File: src/rtl/isolink_pkg.sv
package isolink_pkg;
  typedef struct packed {
    logic set;
    logic clr;
  } link_t;

  localparam int unsigned SYNC_DEPTH = 2;
endpackage

File: src/rtl/isolink_sync.sv
module isolink_sync #(
  parameter int unsigned STAGES = 2
) (
  input  logic clk,
  input  logic rst_n,
  input  logic flush,
  input  logic d,
  output logic q
);
  logic [STAGES-1:0] chain;

  always_ff @(posedge clk) begin
    if (!rst_n || flush) chain <= '0;
    else                 chain <= {chain[STAGES-2:0], d};
  end

  assign q = chain[STAGES-1];
endmodule

File: src/rtl/isolink_enc.sv
module isolink_enc
  import isolink_pkg::*;
#(
  parameter int unsigned REFRESH_CYC = 125
) (
  input  logic  clk,
  input  logic  rst_n,
  input  logic  en,
  input  logic  din,
  output link_t link_o
);
  localparam int unsigned CW = (REFRESH_CYC > 1) ? $clog2(REFRESH_CYC) : 1;
  localparam logic [CW-1:0] IDLE_LAST = CW'(REFRESH_CYC - 1);

  logic          lvl;
  logic          prev_lvl;
  logic [CW-1:0] idle_cnt;
  logic          edge_seen;
  logic          refresh_due;
  logic          fire;

  isolink_sync #(.STAGES(SYNC_DEPTH)) u_sync (
    .clk   (clk),
    .rst_n (rst_n),
    .flush (!en),
    .d     (din),
    .q     (lvl)
  );

  assign edge_seen   = lvl ^ prev_lvl;
  assign refresh_due = (idle_cnt == IDLE_LAST);
  // an edge and a due refresh share one pulse; the count restarts either way
  assign fire        = edge_seen | refresh_due;

  always_ff @(posedge clk) begin
    if (!rst_n || !en) begin
      prev_lvl <= 1'b0;
      idle_cnt <= '0;
      link_o   <= '0;
    end else begin
      prev_lvl   <= lvl;
      idle_cnt   <= fire ? '0 : idle_cnt + 1'b1;
      link_o.set <= fire & lvl;
      link_o.clr <= fire & ~lvl;
    end
  end

  p_lines_exclusive_r6: assert property (@(posedge clk) disable iff (!rst_n)
    $onehot0({link_o.set, link_o.clr}));
  p_set_narrow_r6: assert property (@(posedge clk) disable iff (!rst_n)
    link_o.set |=> !link_o.set);
  p_clr_narrow_r6: assert property (@(posedge clk) disable iff (!rst_n)
    link_o.clr |=> !link_o.clr);
  p_disabled_quiet_r9: assert property (@(posedge clk) disable iff (!rst_n)
    !en |=> (!link_o.set && !link_o.clr));
endmodule

File: src/rtl/isolink_dec.sv
module isolink_dec
  import isolink_pkg::*;
#(
  parameter int unsigned WDOG_CYC = 625
) (
  input  logic  clk,
  input  logic  rst_n,
  input  link_t link_i,
  output logic  dout
);
  localparam int unsigned WW = (WDOG_CYC > 1) ? $clog2(WDOG_CYC) : 1;
  localparam logic [WW-1:0] WD_LAST = WW'(WDOG_CYC - 1);

  logic [WW-1:0] wd_cnt;
  logic          any_pulse;

  assign any_pulse = link_i.set | link_i.clr;

  always_ff @(posedge clk) begin
    if (!rst_n) begin
      dout   <= 1'b1;
      wd_cnt <= '0;
    end else if (any_pulse) begin
      dout   <= link_i.set;
      wd_cnt <= '0;
    end else if (wd_cnt == WD_LAST) begin
      dout   <= 1'b1;
    end else begin
      wd_cnt <= wd_cnt + 1'b1;
    end
  end

  p_set_drives_high_r2: assert property (@(posedge clk) disable iff (!rst_n)
    link_i.set |=> dout);
  p_clr_drives_low_r2: assert property (@(posedge clk) disable iff (!rst_n)
    (link_i.clr && !link_i.set) |=> !dout);
  p_holds_between_r2: assert property (@(posedge clk) disable iff (!rst_n)
    (!any_pulse && wd_cnt != WD_LAST) |=> $stable(dout));
  p_wdog_forces_high_r5: assert property (@(posedge clk) disable iff (!rst_n)
    (!any_pulse && wd_cnt == WD_LAST) |=> dout);
endmodule

File: src/rtl/isolink_top.sv
module isolink_top
  import isolink_pkg::*;
#(
  parameter int unsigned REFRESH_CYC = 125,
  parameter int unsigned WDOG_CYC    = 625
) (
  input  logic clk,
  input  logic rst_n,
  input  logic tx_en,
  input  logic din,
  output logic dout,
  output logic link_set,
  output logic link_clr
);
  link_t link;

  isolink_enc #(.REFRESH_CYC(REFRESH_CYC)) u_enc (
    .clk    (clk),
    .rst_n  (rst_n),
    .en     (tx_en),
    .din    (din),
    .link_o (link)
  );

  isolink_dec #(.WDOG_CYC(WDOG_CYC)) u_dec (
    .clk    (clk),
    .rst_n  (rst_n),
    .link_i (link),
    .dout   (dout)
  );

  assign link_set = link.set;
  assign link_clr = link.clr;
endmodule

File: config.mk
export PLATFORM = sky130hd
export DESIGN_NAME = isolink_top
export DESIGN_NICKNAME = d
export VERILOG_FILES = /design/src/rtl/isolink_pkg.sv /design/src/rtl/isolink_sync.sv /design/src/rtl/isolink_enc.sv /design/src/rtl/isolink_dec.sv /design/src/rtl/isolink_top.sv
export SDC_FILE = /design/constraint.sdc
export NUM_CORES = 1
export LEC_CHECK = 0
export BUFFER_PORTS_ARGS = -buffer_cell sky130_fd_sc_hd__buf_2
export CAP_MARGIN = 30
export CORE_ASPECT_RATIO = 2
export CORE_MARGIN = 3
export CORE_UTILIZATION = 30
export CTS_BUF_LIST = sky130_fd_sc_hd__clkbuf_4 sky130_fd_sc_hd__clkbuf_8 sky130_fd_sc_hd__clkbuf_16
export CTS_CLUSTER_DIAMETER = 120
export DETAILED_ROUTE_END_ITERATION = 7
export PLACE_DENSITY = 0.47
export RECOVER_POWER = 25
export SYNTH_ARGS = -nofsm -noshare
export SYNTH_HDL_FRONTEND = slang
export SYNTH_SLANG_ARGS = --single-unit
File: constraint.sdc
create_clock -name clk -period 3.2 [get_ports clk]
set_input_delay 0 -clock clk [delete_from_list [all_inputs] [get_ports clk]]
set_output_delay 0 -clock clk [all_outputs]
set_load 0.005 [all_outputs]
==> impl_results.md <==
* Netlist Area Pre-Place at 998 um^2
* First-pass GRT wire length at roughly 3300 um
* GP Congestion at 0.704
* Min cycle time layout at around 1400 ps
* Layout Area Growth over Synthesis at 13.4%
* Post-synthesis sequential area ratio at 0.461
* Fillers at 341
* PortBufs at 6
* Post-CTS Setup Inserts at 0
* Syn_area_per_cell at 9.00 um^2
* Drt first pass iters at 4
* Hold slack at about 29 ps
* Synth Area in Simple Gates at 0.263
* WS Path Type: reg2reg
* Worst Tran Pin Value at 646 ps
* Total CTS buffers at 3
* Unique masters post-synth at 29
* GR Overflow Total at 0
* Area share of fa/ha/maj cells after synthesis at 0.0501
* Crit Path Max Fanout at 5
* Clk root buf: clkbuf_8
* Avg WL per Cell at approximately 12 um
* Initial DRC Count at 16
* Skew final at roughly 3.1 ps
* Setup TNS at 0 ps
* Post-detail-place hpwl at 1510 um
* FF+latch count, synth at 23
* Final WL at 1910 um
* Max Freq at around 700 MHz
* Rows at 29
* Number of global-route vias before repair at 798
* Leading register cell type out of synthesis: dfxtp_1
* Die Footprint at between 4000 and 5000 um^2
* Clock slew at reported path FFs at 80 ps
* Tcrit/Tclk final at 0.443
* Biggest area consumer among synthesized cells: dfxtp_1
* CP Launch Type: flop
* Die W at 46.8 um
* Largest net degree at the start of global routing at 14
* Count of pins over their slew limit at 0
* DRC viols at 0
* Status: completed
* Setup violators final at 0
* Die Height at 87.6 um
* Drt via density at 5.32
* Largest family of logic cells by synthesized area: simple AND/OR/NAND/NOR gates
* Synth Area in Compound Gates at 0.127
* Initial Utilization at 0.313
* Mapped Cells at 111
* Hold buffers post-CTS at 2
* Critical Path End Type: flop
* RSZ-0062 raised after global routing: false
* Via count of the routed design at between 800 and 900
* Core area at 3190 um^2
* Layout cells sized above 1 at 0.0894
* Synth top area share at 0.461
* Clock sink count at 23
* FFs w/ async S/R, synth at 0
* Mux contribution to synthesized area at 0.0201
* CP required at 3400 ps
* Boundary Pins at 7
* Initial antenna violation count at 0
* Max VDD drop at 254 uV
* Power Dens Cells at 444 nW/um^2
* Clock Latency Late Sink at 260 ps
* Synthesized Nets at ~120
* Hold crit path type: in2reg
* XOR/XNOR Fraction of Synth Area at 0.0526
* Synth top area cells: dfxtp_1, ha_1, nand2_1
* Leak at 0.419 nW
* Total power draw at about 0.5 mW
* Max Cap Viol at 0
* Post-synth EDFFs at 0
* GRT Overall Usage at 0.112
* Syn. warnings at 0
* Max Root-Sink Buffers at 2
* Slew headroom at 0.568
* Critical path arrival at 1610 ps
* Antenna diode count at 0
* Nets at 132
* H-tree depth at 1
* CTS tree: yes
* Antenna-violating nets left at 0
* Hold Fails Final Rpt at 0
* Post-cts sizing count at 0
==> final cells by class <==
| class | instances | area (um^2) | share of cell area |
|---|---|---|---|
| multi-input combinational | 81 | 512 | 0.452 |
| sequential | 23 | 460 | 0.407 |
| timing repair buffer | 8 | 48.8 | 0.0431 |
| clock buffer | 3 | 41.3 | 0.0365 |
| tap | 31 | 38.8 | 0.0343 |
| inverter | 7 | 26.3 | 0.0232 |
| clock inverter | 1 | 5.00 | 0.00442 |
==> path summary, 6_finish.rpt <==
kind / cells after the start / to / from / slack [ps]
worst min register to register: 1 / u_enc.idle_cnt[0] / u_enc.idle_cnt[0] / 470
worst min-delay path: 3 / u_enc.link_o[0] / rst_n / 30
worst max register to register: 5 / u_dec.wd_cnt[2] / u_dec.wd_cnt[0] / 1780
worst max-delay path: 5 / u_dec.wd_cnt[2] / u_dec.wd_cnt[0] / 1780
==> metal layers <==
metal | routed length, um | up-vias | part of all wire | track usage
li1 | - | 417 | - | -
met1 | 745 | 394 | 0.39 | 0.103
met5 | 0 | - | 0 | 0
met3 | 32 | 4 | 0.017 | 0.0247
met4 | 46 | 0 | 0.024 | 0.0756
met2 | 1090 | 4 | 0.57 | 0.202
==> synth_stat cells (all sizes together) (2+ instances only) <==
library cell	n
nor3	2
nand3	8
a21oi	7
o21ai	6
mux2i	2
nand4	3
nor2	8
nand2	10
or3	3
o31ai	2
dfxtp	23
xor2	4
or4	2
and3	3
a31oi	2
o21a	2
ha	4
nor3b	2
inv	7
xnor2	2
and2	2
==> kinds of logic after synthesis <==
group                      Yosys count
AOI/OAI and AO/OA                   21
xor gates and xnor gates             6
adders and majority gates            4
buffers and inverters                7
DFF                                 23
muxes                                2
and+or+nand+nor                     48
==> cell usage in the layout, fill, tap and decap left out, drive strengths merged <==
master,synthesis,final
mux2i,2,2
nand2b,1,1
clkbuf,0,4
and4bb,1,1
o21ai,6,6
dfxtp,23,23
and2,2,2
nor3,2,2
nand3b,1,1
o21a,2,2
and4,1,1
a21oi,7,7
or4,2,2
nand4,3,3
nor3b,2,2
dlygate4sd3,0,2
nor2,8,8
o31ai,2,2
xor2,4,4
o2111ai,1,1
or3,3,3
ha,4,4
buf,0,5
nor2b,1,1
a31oi,2,2
nand3,8,8
inv,7,7
clkinv,0,1
nand2,10,10
and3,3,3
a311o,1,1
xnor2,2,2
==> where the power goes <==
group	switching, mW	total (mW)	internal (mW)
clock network	0.0919	0.179	0.0868
registers	0.00601	0.297	0.291
logic	0.0153	0.0265	0.0112
total	0.113	0.503	0.389
==> flip-flops by register name, summed over array words and instances (netlist names) <==
| register | count |
|---|---|
| u_dec.wd_cnt | 10 |
| u_enc.idle_cnt | 7 |
| u_dec.dout | 1 |
| u_enc.prev_lvl | 1 |
| u_enc.link_o | 2 |
| u_enc.u_sync.chain | 2 |
==> critical path: stages (launching register included) <==
cell and delay [ps]:
dfxtp_1 400, inv_1 80, ha_1 190, and4bb_2 250, a311o_1 310, a21oi_1 130
==> per-stage QoR <==
stage | util | setup WS, ps | std cells | cell area, um^2
after CTS | 0.355 | 1790 | 154 | 1130
final | 0.355 | 1780 | 154 | 1130
after global placement | 0.334 | 1840 | 148 | 1070
after global routing | 0.355 | 1680 | 154 | 1130
after floorplan | - | 1880 | 111 | 998
after detailed placement | 0.334 | 1800 | 148 | 1070
Note: power is estimated with default switching activity, not from simulation.
